<file path="src/rtl/mmt_pkg.sv">
// Shared types and register offsets for the multimode timer channel.
// Assumes a byte-addressed register bus with 32-bit registers.
package mmt_pkg;
    typedef enum logic [1:0] {
        MODE_COUNT = 2'd0,
        MODE_PWM   = 2'd1,
        MODE_PULSE = 2'd2,
        MODE_DUTY  = 2'd3
    } mode_e;

    typedef enum logic [1:0] {
        ACT_NONE   = 2'd0,
        ACT_TOGGLE = 2'd1,
        ACT_HIGH   = 2'd2,
        ACT_LOW    = 2'd3
    } act_e;

    // Configuration word, MSB first: idle, single, fall_edge, act, ext_clk, mode, run
    typedef struct packed {
        logic  idle;
        logic  single;
        logic  fall_edge;
        act_e  act;
        logic  ext_clk;
        mode_e mode;
        logic  run;
    } cfg_t;

    localparam int CFG_W = $bits(cfg_t);

    localparam int OFS_CFG     = 'h00;
    localparam int OFS_LIMIT   = 'h04;
    localparam int OFS_COUNT   = 'h08;
    localparam int OFS_PERIOD  = 'h0C;
    localparam int OFS_HIGH    = 'h10;
    localparam int OFS_PHASE   = 'h14;
    localparam int OFS_PIN     = 'h18;
    localparam int OFS_IRQCTL  = 'h1C;
    localparam int OFS_IRQRAW  = 'h20;
    localparam int OFS_IRQMSK  = 'h24;
    localparam int OFS_IRQOVR  = 'h28;
endpackage

</file>
<file path="src/rtl/mmt_edge_sync.sv">
// Brings an asynchronous input into the clock domain through a flop chain
// and produces one-cycle strobes for its rising and falling edges.
// Assumes the input holds each level for longer than one clock period.
module mmt_edge_sync #(
    parameter int STAGES = 2
) (
    input  logic clk,
    input  logic rst_n,
    input  logic din,
    output logic rise,
    output logic fall
);
    logic [STAGES-1:0] sync_q;
    logic              prev_q;

    // Shift the raw input through the synchroniser and keep the last level.
    always_ff @(posedge clk) begin
        if (!rst_n) begin
            sync_q <= '0;
            prev_q <= 1'b0;
        end else begin
            sync_q <= {sync_q[STAGES-2:0], din};
            prev_q <= sync_q[STAGES-1];
        end
    end

    // Edge strobes are taken on the synchronised level only.
    always_comb begin
        rise = sync_q[STAGES-1] & ~prev_q;
        fall = ~sync_q[STAGES-1] & prev_q;
    end


    rise_single_chk: assert property (@(posedge clk) disable iff (!rst_n)
        rise |=> !rise);

    fall_single_chk: assert property (@(posedge clk) disable iff (!rst_n)
        fall |=> !fall);
endmodule

</file>
<file path="src/rtl/mmt_core.sv">
// Counter shared by all four modes: compare, two-phase PWM, pulse capture
// and duty capture. Emits a one-cycle event per finished interval and a
// stop request in single-shot mode. Assumes edge strobes last one cycle.
module mmt_core import mmt_pkg::*; #(
    parameter int W = 32
) (
    input  logic         clk,
    input  logic         rst_n,
    input  logic         en,
    input  mode_e        mode,
    input  logic         ext_clk,
    input  logic         fall_edge,
    input  logic         single,
    input  logic [W-1:0] limit,
    input  logic         ext_rise,
    input  logic         ext_fall,
    input  logic         cap_rise,
    input  logic         cap_fall,
    output logic [W-1:0] cnt,
    output logic [W-1:0] period_cap,
    output logic [W-1:0] high_cap,
    output logic         phase,
    output logic         evt,
    output logic         stop_req
);
    localparam int HALF = W / 2;
    localparam logic [W-1:0] ONE = W'(1);

    logic [W-1:0] cnt_q, cnt_d, cyc_q, cyc_d, pw_q, pw_d, cnt_inc;
    logic [W-1:0] len0, len1;
    logic         phase_q, phase_d, armed_q, armed_d;
    logic         tick, cap_start, cap_end;

    // Select the count strobe and the capture edge roles.
    always_comb begin
        tick      = ext_clk ? (fall_edge ? ext_fall : ext_rise) : 1'b1;
        cap_start = fall_edge ? cap_fall : cap_rise;
        cap_end   = fall_edge ? cap_rise : cap_fall;
        cnt_inc   = cnt_q + ONE;
        len0      = {{(W-HALF){1'b0}}, limit[HALF-1:0]};
        len1      = {{HALF{1'b0}}, limit[W-1:HALF]};
    end

    // Next-state logic for the shared counter in each mode.
    always_comb begin
        cnt_d    = cnt_q;
        phase_d  = phase_q;
        armed_d  = armed_q;
        cyc_d    = cyc_q;
        pw_d     = pw_q;
        evt      = 1'b0;
        stop_req = 1'b0;
        if (!en) begin
            cnt_d   = '0;
            phase_d = 1'b0;
            armed_d = 1'b0;
        end else begin
            case (mode)
                MODE_COUNT: if (tick) begin
                    if (cnt_inc == limit) begin
                        evt      = 1'b1;
                        cnt_d    = '0;
                        stop_req = single;
                    end else begin
                        cnt_d = cnt_inc;
                    end
                end
                MODE_PWM: if (tick) begin
                    if (!phase_q && cnt_inc >= len0) begin
                        phase_d = 1'b1;
                        cnt_d   = '0;
                    end else if (phase_q && cnt_inc >= len1) begin
                        phase_d = 1'b0;
                        cnt_d   = '0;
                        evt     = 1'b1;
                    end else begin
                        cnt_d = cnt_inc;
                    end
                end
                MODE_PULSE: begin
                    if (cap_start) begin
                        armed_d = 1'b1;
                        cnt_d   = ONE;
                    end else if (armed_q) begin
                        if (cap_end) begin
                            pw_d     = cnt_q;
                            evt      = 1'b1;
                            armed_d  = 1'b0;
                            stop_req = single;
                        end else begin
                            cnt_d = cnt_inc;
                        end
                    end
                end
                default: begin
                    if (cap_start) begin
                        if (armed_q) begin
                            cyc_d    = cnt_q;
                            evt      = 1'b1;
                            stop_req = single;
                        end
                        armed_d = 1'b1;
                        cnt_d   = ONE;
                    end else if (armed_q) begin
                        if (cap_end) pw_d = cnt_q;
                        cnt_d = cnt_inc;
                    end
                end
            endcase
        end
    end

    // Register the counter, phase and capture results.
    always_ff @(posedge clk) begin
        if (!rst_n) begin
            cnt_q   <= '0;
            phase_q <= 1'b0;
            armed_q <= 1'b0;
            cyc_q   <= '0;
            pw_q    <= '0;
        end else begin
            cnt_q   <= cnt_d;
            phase_q <= phase_d;
            armed_q <= armed_d;
            cyc_q   <= cyc_d;
            pw_q    <= pw_d;
        end
    end

    assign cnt        = cnt_q;
    assign period_cap = cyc_q;
    assign high_cap   = pw_q;
    assign phase      = phase_q;


    pwm_phase_hold_chk: assert property (@(posedge clk) disable iff (!rst_n)
        (en && mode == MODE_PWM && !tick) |=> ($stable(phase_q) || !en));

    high_cap_hold_chk: assert property (@(posedge clk) disable iff (!rst_n)
        !(cap_rise || cap_fall) |=> $stable(pw_q));

    period_cap_hold_chk: assert property (@(posedge clk) disable iff (!rst_n)
        !(cap_rise || cap_fall) |=> $stable(cyc_q));
endmodule

</file>
<file path="src/rtl/mmt_irq.sv">
// Pending status, sticky overrun and masked interrupt output.
// Assumes evt is a one-cycle pulse; a new event outranks a clear in the same cycle.
module mmt_irq (
    input  logic clk,
    input  logic rst_n,
    input  logic evt,
    input  logic clr,
    input  logic ien,
    input  logic imask,
    output logic raw,
    output logic ovr,
    output logic irq
);
    logic raw_q, ovr_q;

    // Track the pending status and the overrun of a still-pending status.
    always_ff @(posedge clk) begin
        if (!rst_n) begin
            raw_q <= 1'b0;
            ovr_q <= 1'b0;
        end else begin
            raw_q <= evt | (raw_q & ~clr);
            ovr_q <= ~clr & (ovr_q | (evt & raw_q));
        end
    end

    assign raw = raw_q;
    assign ovr = ovr_q;
    assign irq = raw_q & ien & ~imask;


    ovr_needs_pending_chk: assert property (@(posedge clk) disable iff (!rst_n)
        $rose(ovr_q) |-> $past(raw_q));

    raw_fall_on_clear_chk: assert property (@(posedge clk) disable iff (!rst_n)
        $fell(raw_q) |-> $past(clr));
endmodule

</file>
<file path="src/rtl/mmt_timer.sv">
// Top of the timer channel: register file, read mux, pin control and the
// wiring of synchronisers, counter core and interrupt logic.
// Assumes single-cycle writes and a combinational read path.
module mmt_timer import mmt_pkg::*; #(
    parameter int W           = 32,
    parameter int ADDR_W      = 8,
    parameter int SYNC_STAGES = 2
) (
    input  logic              clk,
    input  logic              rst_n,
    input  logic              bus_wr,
    input  logic [ADDR_W-1:0] bus_addr,
    input  logic [W-1:0]      bus_wdata,
    output logic [W-1:0]      bus_rdata,
    input  logic              ext_clk_in,
    input  logic              cap_in,
    output logic              tmr_out,
    output logic              irq
);
    cfg_t         cfg_q, cfg_wval;
    logic [W-1:0] limit_q, cnt, period_cap, high_cap;
    logic [1:0]   ictl_q;
    logic         pin_q, phase, evt, stop_req, raw, ovr;
    logic         ext_rise, ext_fall, cap_rise, cap_fall;
    logic         wr_cfg, wr_limit, wr_ictl, wr_raw;

    // Decode writes per register.
    always_comb begin
        cfg_wval = cfg_t'(bus_wdata[CFG_W-1:0]);
        wr_cfg   = bus_wr && (bus_addr == ADDR_W'(OFS_CFG));
        wr_limit = bus_wr && (bus_addr == ADDR_W'(OFS_LIMIT));
        wr_ictl  = bus_wr && (bus_addr == ADDR_W'(OFS_IRQCTL));
        wr_raw   = bus_wr && (bus_addr == ADDR_W'(OFS_IRQRAW)) && bus_wdata[0];
    end

    // Hold configuration registers; a single-shot stop outranks a write.
    always_ff @(posedge clk) begin
        if (!rst_n) begin
            cfg_q   <= '0;
            limit_q <= '0;
            ictl_q  <= '0;
        end else begin
            if (wr_cfg)   cfg_q   <= cfg_wval;
            if (wr_limit) limit_q <= bus_wdata;
            if (wr_ictl)  ictl_q  <= bus_wdata[1:0];
            if (stop_req) cfg_q.run <= 1'b0;
        end
    end

    // Pin level: loaded from idle on a config write, changed by compare events.
    always_ff @(posedge clk) begin
        if (!rst_n) begin
            pin_q <= 1'b0;
        end else if (wr_cfg) begin
            pin_q <= cfg_wval.idle;
        end else if (evt && cfg_q.mode == MODE_COUNT) begin
            case (cfg_q.act)
                ACT_TOGGLE: pin_q <= ~pin_q;
                ACT_HIGH:   pin_q <= 1'b1;
                ACT_LOW:    pin_q <= 1'b0;
                default:    pin_q <= pin_q;
            endcase
        end
    end

    assign tmr_out = (cfg_q.run && cfg_q.mode == MODE_PWM) ? (cfg_q.idle ^ phase) : pin_q;

    // Read multiplexer.
    always_comb begin
        case (bus_addr)
            ADDR_W'(OFS_CFG):    bus_rdata = W'(cfg_q);
            ADDR_W'(OFS_LIMIT):  bus_rdata = limit_q;
            ADDR_W'(OFS_COUNT):  bus_rdata = cnt;
            ADDR_W'(OFS_PERIOD): bus_rdata = period_cap;
            ADDR_W'(OFS_HIGH):   bus_rdata = high_cap;
            ADDR_W'(OFS_PHASE):  bus_rdata = W'(phase);
            ADDR_W'(OFS_PIN):    bus_rdata = W'(tmr_out);
            ADDR_W'(OFS_IRQCTL): bus_rdata = W'(ictl_q);
            ADDR_W'(OFS_IRQRAW): bus_rdata = W'(raw);
            ADDR_W'(OFS_IRQMSK): bus_rdata = W'(irq);
            ADDR_W'(OFS_IRQOVR): bus_rdata = W'(ovr);
            default:             bus_rdata = '0;
        endcase
    end

    mmt_edge_sync #(.STAGES(SYNC_STAGES)) u_ext_sync (
        .clk(clk), .rst_n(rst_n), .din(ext_clk_in), .rise(ext_rise), .fall(ext_fall)
    );

    mmt_edge_sync #(.STAGES(SYNC_STAGES)) u_cap_sync (
        .clk(clk), .rst_n(rst_n), .din(cap_in), .rise(cap_rise), .fall(cap_fall)
    );

    mmt_core #(.W(W)) u_core (
        .clk(clk), .rst_n(rst_n), .en(cfg_q.run), .mode(cfg_q.mode),
        .ext_clk(cfg_q.ext_clk), .fall_edge(cfg_q.fall_edge), .single(cfg_q.single),
        .limit(limit_q), .ext_rise(ext_rise), .ext_fall(ext_fall),
        .cap_rise(cap_rise), .cap_fall(cap_fall), .cnt(cnt),
        .period_cap(period_cap), .high_cap(high_cap), .phase(phase),
        .evt(evt), .stop_req(stop_req)
    );

    mmt_irq u_irq (
        .clk(clk), .rst_n(rst_n), .evt(evt), .clr(wr_raw),
        .ien(ictl_q[0]), .imask(ictl_q[1]), .raw(raw), .ovr(ovr), .irq(irq)
    );


    single_stop_chk: assert property (@(posedge clk) disable iff (!rst_n)
        stop_req |=> !cfg_q.run);

    irq_needs_raw_chk: assert property (@(posedge clk) disable iff (!rst_n)
        irq |-> raw);
endmodule

</file>
<file path="config.mk">
export PLATFORM = sky130hd
export DESIGN_NAME = mmt_timer
export DESIGN_NICKNAME = d
export VERILOG_FILES = /design/src/rtl/mmt_pkg.sv /design/src/rtl/mmt_edge_sync.sv /design/src/rtl/mmt_core.sv /design/src/rtl/mmt_irq.sv /design/src/rtl/mmt_timer.sv
export SDC_FILE = /design/constraint.sdc
export NUM_CORES = 1
export LEC_CHECK = 0
export ABC_AREA = 1
export ABC_CLOCK_PERIOD_IN_PS = 6100
export BUFFER_PORTS_ARGS = -buffer_cell sky130_fd_sc_hd__buf_2
export CAP_MARGIN = 20
export CORE_MARGIN = 4
export CORE_UTILIZATION = 45
export CTS_CLUSTER_DIAMETER = 120
export DETAILED_ROUTE_END_ITERATION = 10
export PLACE_DENSITY_LB_ADDON = 0.25
export SYNTH_ARGS = -nofsm -noshare
export SYNTH_HDL_FRONTEND = slang
export SYNTH_SLANG_ARGS = --single-unit
</file>
<file path="constraint.sdc">
create_clock -name clk -period 6.1 [get_ports clk]
set_input_delay 1.22 -clock clk [delete_from_list [all_inputs] [get_ports clk]]
set_output_delay 1.22 -clock clk [all_outputs]
set_load 0.05 [all_outputs]
</file>
==> results of run 1 <==
==> per-layer routing <==
| layer | global-route usage (%) | wire length (um) | vias to the layer above |
|---|---|---|---|
| met5 | 0 | 0 | - |
| met4 | 9.17 | 729 | 0 |
| met3 | 5.32 | 1560 | 43 |
| met2 | 41.8 | 12200 | 277 |
| met1 | 34.5 | 11700 | 3895 |
| li1 | - | - | 4235 |
==> worst min-delay path: cells and delay by family (launching register included) <==
family	cells	cell delay (ps)
buffers and inverters	1	40
AND/OR/NAND/NOR	1	40
flip-flops	1	310
==> state kept, by name, indices dropped and copies added, names as in the netlist, 2 cells and up <==
| name | cells |
|---|---|
| ictl_q | 2 |
| u_core.period_cap | 32 |
| cfg_q | 9 |
| u_core.cnt | 32 |
| u_cap_sync.sync_q | 2 |
| u_ext_sync.sync_q | 2 |
| u_core.high_cap | 32 |
| limit_q | 32 |
==> layout make-up <==
type | count | area (um^2) | area share [%]
repair buffers | 89 | 513 | 5.45
well taps | 229 | 287 | 3.05
multi-input cells | 911 | 4550 | 48.4
clock buffers | 17 | 425 | 4.52
inverters | 129 | 485 | 5.16
flip-flops and latches | 150 | 3000 | 31.9
clock inverters | 15 | 143 | 1.52
==> cells in the mapped netlist, types with 9 or more instances <==
cell | n | area share, %
a21oi_1 | 146 | 8.8
a221oi_1 | 9 | 0.95
clkbuf_1 | 45 | 2.0
dfxtp_1 | 150 | 36
ha_1 | 34 | 5.1
inv_1 | 121 | 5.5
nand2_1 | 348 | 16
nand3_1 | 73 | 4.4
nor2_1 | 98 | 4.4
nor3_1 | 13 | 0.78
o2111ai_1 | 24 | 2.5
o21ai_0 | 106 | 6.4
xor2_1 | 13 | 1.4
==> power groups by stage <==
| stage | logic, mW | clock network, mW | registers (mW) |
|---|---|---|---|
| finish | 0.0501 | 1.04 | 0.982 |
| global route | 0.0564 | 1.10 | 0.982 |
| CTS | 0.0500 | 1.05 | 0.982 |
| detailed placement | 0.0499 | 0 | 1.00 |
| global placement | 0.0491 | 0 | 1.00 |
| floorplan | 0.0262 | 0 | 1.00 |
==> placed cells by master (no fill, tap or decap), types with 3 or more instances in the layout <==
cell type   Yosys  layout
a21oi_1       146     146
a221oi_1        9       9
a31oi_1         3       3
buf_2           7      78
buf_4           3       9
clkbuf_16       0      17
clkinv_1        4       4
clkinv_2        1       3
clkinvlp_4      0       4
dfxtp_1       150     150
ha_1           34      34
inv_1         121     121
inv_2           3       3
inv_6           0       6
nand2_1       348     348
nand2_2         4       4
nand3_1        73      73
nand4_1         6       6
nor2_1         98      98
nor2_2          5       5
nor2_4          4       4
nor3_1         13      12
o2111ai_1      24      24
o21ai_0       106     106
xnor2_1         4       4
xor2_1         13      13
==> cell families (layout without fill, tap and decap cells) <==
| family | Yosys count | count (layout) | share of synthesized area, % |
|---|---|---|---|
| buffers and inverters | 192 | 250 | 9.20 |
| adders and majority gates | 34 | 34 | 5.12 |
| DFF | 150 | 150 | 36.2 |
| and+or+nand+nor | 559 | 559 | 27.7 |
| AOI/OAI and AO/OA | 301 | 301 | 20.0 |
| xor gates and xnor gates | 17 | 17 | 1.79 |
==> final timing paths <==
| check | startpoint | end | slack, ps | depth (start not counted) |
|---|---|---|---|---|
| min reg2reg | u_cap_sync.sync_q[0] | u_cap_sync.sync_q[1] | 410 | 2 |
| min | u_cap_sync.sync_q[0] | u_cap_sync.sync_q[1] | 410 | 2 |
| max | bus_addr[7] | bus_rdata[2] | 1150 | 12 |
| max reg2reg | u_core.cnt[0] | u_core.cnt[1] | 1350 | 22 |
==> per-stage QoR <==
| stage | hold slack, ps | util, % | total power, mW | area (um^2) | setup WS [ps] |
|---|---|---|---|---|---|
| floorplan | 390 | - | 1.03 | 8310 | 1550 |
| global placement | 393 | 48.6 | 1.05 | 8780 | 1320 |
| detailed placement | 399 | 48.6 | 1.05 | 8780 | 1300 |
| CTS | 416 | 51.7 | 2.08 | 9350 | 1290 |
| global route | 435 | 52.0 | 2.13 | 9410 | 990 |
| finish | 413 | 52.0 | 2.07 | 9410 | 1150 |
==> flow_summary.json, run 1 <==
{
  "tightestPinTransition_ps": 1040,
  "dp_cells": 1506,
  "critPathRequiredTime_ps": 4880,
  "crit_chain": "buf_2 > nor2_1 > inv_1 > nor3_1 > nand2_1 > inv_1 > buf_4 > nand2_1 > o21ai_0 > a221oi_1 > o21ai_0 > buf_2",
  "async_reset_ff_share_pct": 0,
  "p_int_mw": 1.57,
  "htree_levels": 4,
  "hold_viol": 0,
  "slew_violations": 0,
  "status": "complete, no violations",
  "endpoint_kind": "output port",
  "die_w_um": 144,
  "setup_viol": 0,
  "cts_tree": "done",
  "routedWlPerCell_um": 17.0,
  "syn-num-nets": 1332,
  "pwr-share-comb_pct": 2.4,
  "drt_wl_total_um": 26200,
  "clockRootBuffer": "clkbuf_16",
  "period_needed_ps": 4950,
  "maxCapViolCount": 0,
  "antennaDiodeCount": 0,
  "synth_area_um2": 8310,
  "netSwitchingFraction_pct": 24.3,
  "critical_path_class": "in -> out",
  "leakage_nw": 3.79,
  "synth-seq-cells": 150,
  "synth_cell_types": 40,
  "first_iter_violations": 711,
  "ys_seq_area_share_pct": 36.2,
  "cts_made_buffers": 17,
  "rsz0062_at_grt": "false",
  "synthCells": 1253,
  "cts.clk_slew.worst_paths_ps": 70,
  "port-buffer-count": 78,
  "post-cts-setup-buffers": 0,
  "cts-resized-gates": 0,
  "synth_flop_cell": "dfxtp_1",
  "final_nets": 1377,
  "maxSlewHeadroom_pct": 30.5,
  "post-route-drc-count": 0,
  "via_count": 8450,
  "fin_tns_setup_ps": 0,
  "clock.fmax_ghz": 0.202,
  "die-area_um2": 20700,
  "hold_class": "reg -> reg",
  "antenna_found_initial": 0,
  "start_util_pct": 45.9,
  "grt_first_pass_wirelength_um": 42000,
  "critPathTopFamily": "buffers and inverters",
  "dr.pass1.iters": 6,
  "area_growth_pct": 13.2,
  "cts_buffer_depth": 2,
  "avgSynthCellArea_um2": 6.63,
  "num_io_pins": 79,
  "grt_pass1_vias": 7842,
  "period_share_pct": 81.2,
  "die_h_um": 144,
  "overflow": 0,
  "place_hpwl_um": 18600,
  "vias_per_cell": 5.49,
  "cts_hold_buffers": 0,
  "placementRows": 49,
  "fillCellCount": 1805,
  "layout-drive-gt1-share_pct": 10.8,
  "coreArea_um2": 18100,
  "critPathBufInv": 5,
  "p_per_area_nw_per_um2": 221,
  "switchingPower_mw": 0.505,
  "detail-route-antenna-nets": 0,
  "ys_warn_count": 0,
  "synth_edf_count": 0,
  "grt_start_max_net_pins": 90,
  "worst_ep_arrival_time_ps": 3730,
  "cpPeakStageDelay_ps": 610,
  "skew_ps": 10.9,
  "crit_path_top_delay_cell": "inv_1",
  "crit_fanout": 17,
  "clkLatencyLatePin_ps": 430,
  "seqPwrFrac_pct": 47.4,
  "critical_path.startpoint_type": "input port",
  "gp_congestion": 0.974,
  "instances_no_fill": 1540,
  "grtUsageTotal_pct": 25.9,
  "clock_sinks": 150,
  "p_clk_share_pct": 50.2,
  "ir_worst_vdd_uv": 195
}
Power figures use the tool's default switching activity.
==> run 2: changes to the inputs <==
ABC_CLOCK_PERIOD_IN_PS = 4500   (was 6100)
clock period = 4.5 ns   (was 6.1 ns; I/O delays follow)
==> run 2 against run 1 <==
Against the previous run:
- sequential cell count did not move
- non-clock buffer count rose by 13
- via count up 0.50%
- critical path depth shrank 3
- sequential share of layout area is 0.20 points lower
- combinational power grew 38%
- routed wire length is 1.1% higher
- register-to-register slack worse by 710 ps
- clock power up 33%
- clock skew increased by 1.6 ps
- largest cell class unchanged
==> flow_summary.json, run 2 (synthesis gave the netlist of run 1 again) <==
{
  "status": "complete, no violations",
  "detail-route-antenna-nets": 0,
  "tightestPinTransition_ps": 801,
  "area_growth_pct": 13.9,
  "fin_tns_setup_ps": 0,
  "routedWlPerCell_um": 17.1,
  "num_io_pins": 79,
  "worst_ep_arrival_time_ps": 3130,
  "critical_path_class": "in -> out",
  "r2r_start": "u_core.cnt[0]",
  "gp_congestion": 0.991,
  "post-route-drc-count": 0,
  "ir_worst_vdd_uv": 271,
  "rsz0062_at_grt": "false",
  "fillCellCount": 1798,
  "crit_chain": "buf_2 > nor2_1 > inv_1 > nor3_1 > nand2_1 > inv_1 > a221oi_1 > o21ai_0 > buf_2",
  "instances_no_fill": 1553,
  "first_iter_violations": 723,
  "overflow": 0,
  "die-area_um2": 20700,
  "rr_worst_depth": 22,
  "hp-start": "u_ext_sync.sync_q[0]",
  "placementRows": 49,
  "critical_path.startpoint_type": "input port",
  "grt_first_pass_wirelength_um": 41900,
  "clock_sinks": 150,
  "die_w_um": 144,
  "top_usage_layer": "met2",
  "r2r_slack_ps": 640,
  "setup_viol": 0,
  "slew_violations": 0,
  "p_per_area_nw_per_um2": 294,
  "clkLatencyLatePin_ps": 430,
  "cts_buffer_depth": 2,
  "antennaDiodeCount": 0,
  "final_nets": 1390,
  "via_count": 8492,
  "skew_ps": 12.4,
  "cts.clk_slew.worst_paths_ps": 70,
  "hold_class": "reg -> reg",
  "coreArea_um2": 18100,
  "place_hpwl_um": 19400,
  "layout-drive-gt1-share_pct": 11.7,
  "cts_tree": "done",
  "antenna_found_initial": 0,
  "leakage_nw": 3.86,
  "port-buffer-count": 78,
  "period_needed_ps": 4030,
  "drt_wl_total_um": 26500,
  "dp_cells": 1520,
  "critPathBufInv": 4,
  "final_common_cell": "nand2_1",
  "crit_path_top_delay_cell": "inv_1",
  "most-common-layout-cells": "nand2_1 (348), dfxtp_1 (150), a21oi_1 (146)",
  "cts_made_buffers": 17,
  "vias_per_cell": 5.47,
  "clockRootBuffer": "clkbuf_16",
  "hold_viol": 0,
  "period_share_pct": 89.5,
  "clock.fmax_ghz": 0.248,
  "maxSlewHeadroom_pct": 46.6,
  "holdPathEnd": "u_ext_sync.sync_q[1]",
  "global_route.usage.met3_pct": 4.09,
  "hold_depth": 2,
  "reg2reg_to": "u_core.cnt[14]",
  "maxCapViolCount": 0,
  "crit_fanout": 11,
  "post-cts-setup-buffers": 0,
  "endpoint_kind": "output port",
  "place_area_um2": 8890,
  "htree_levels": 4,
  "cts_hold_buffers": 0,
  "grt_pass1_vias": 7734,
  "grtUsageTotal_pct": 25.8,
  "die_h_um": 144,
  "met1_usage_pct": 35.2,
  "critPathTopFamily": "buffers and inverters",
  "critPathRequiredTime_ps": 3600,
  "finalInstanceArea_um2": 9470,
  "cts-resized-gates": 0,
  "dr.pass1.iters": 8,
  "grtUsageMet2_pct": 41.6,
  "grt_start_max_net_pins": 90,
  "cpPeakStageDelay_ps": 480,
  "start_util_pct": 45.9
}
[run 2: cell types whose count changed in the layout (fill, tap and decap cells not counted)]
cell | before | now
buf_4 | 9 | 23
clkinvlp_4 | 4 | 1
buf_16 | 2 | 0
buf_8 | 0 | 1
bufinv_16 | 1 | 0
clkinv_2 | 3 | 2
clkinv_4 | 1 | 2
clkinv_8 | 0 | 1
inv_4 | 0 | 1
inv_6 | 6 | 7
inv_8 | 1 | 2
[run 2: worst register-to-register path: stages, from the launching register on]
cell	delay [ps]
dfxtp_1	450
ha_1	250
inv_1	80
nor2_2	180
nand2_2	150
nor2_2	220
xor2_1	380
ha_1	190
nand2_1	70
nor2_1	130
nand2_1	100
nor4_1	310
o21ai_0	160
nor2_1	110
nand2_1	60
nor2_1	110
nand3_1	140
nand2_1	110
nand3_1	80
nand2_1	100
inv_4	150
nand2_1	140
a21oi_1	70
[run 2: final cells by class]
type                       count  area, um^2  share of cell area (%)
clock buffer                  17         425                    4.49
clock inverter                15         135                    1.43
inverter                     129         487                    5.14
multi-input combinational    911        4550                    48.1
sequential                   150        3000                    31.7
tap                          229         287                    3.03
timing repair buffer         102         578                    6.11
[run 2: worst max path at each step]
| stage | start | endpoint | cells after the start |
|---|---|---|---|
| floorplan | bus_addr[7] | bus_rdata[0] | 7 |
| global placement | u_core.cnt[0] | u_core.cnt[29] | 22 |
| detailed placement | u_core.cnt[0] | u_core.cnt[19] | 22 |
| CTS | u_core.cnt[0] | u_core.cnt[14] | 22 |
| global route | u_core.cnt[0] | pin_q | 23 |
| finish | bus_addr[7] | bus_rdata[2] | 9 |
[run 2: report_power, final]
| part | total, mW | internal [mW] | switching (mW) |
|---|---|---|---|
| logic | 0.0689 | 0.0242 | 0.0447 |
| clock network | 1.38 | 0.729 | 0.649 |
| registers | 1.33 | 1.33 | 0.00166 |
| total | 2.78 | 2.08 | 0.696 |
[run 2: routing by layer]
layer	vias up	share of wire (%)
met2	292	46
li1	4244	-
met1	3904	45
met3	52	5.7
met4	0	2.9
met5	-	0
[run 2: per-stage QoR]
| stage | total power, mW | setup slack, ps | utilization, % | hold slack (ps) |
|---|---|---|---|---|
| 2_1_floorplan | 1.40 | 591 | - | 390 |
| 3_3_place_gp | 1.43 | 472 | 49.1 | 392 |
| 5_1_grt | 2.85 | 234 | 52.3 | 447 |
| 4_1_cts | 2.79 | 325 | 52.2 | 418 |
| 6_report | 2.78 | 474 | 52.3 | 417 |
| 3_5_place_dp | 1.43 | 375 | 49.1 | 401 |
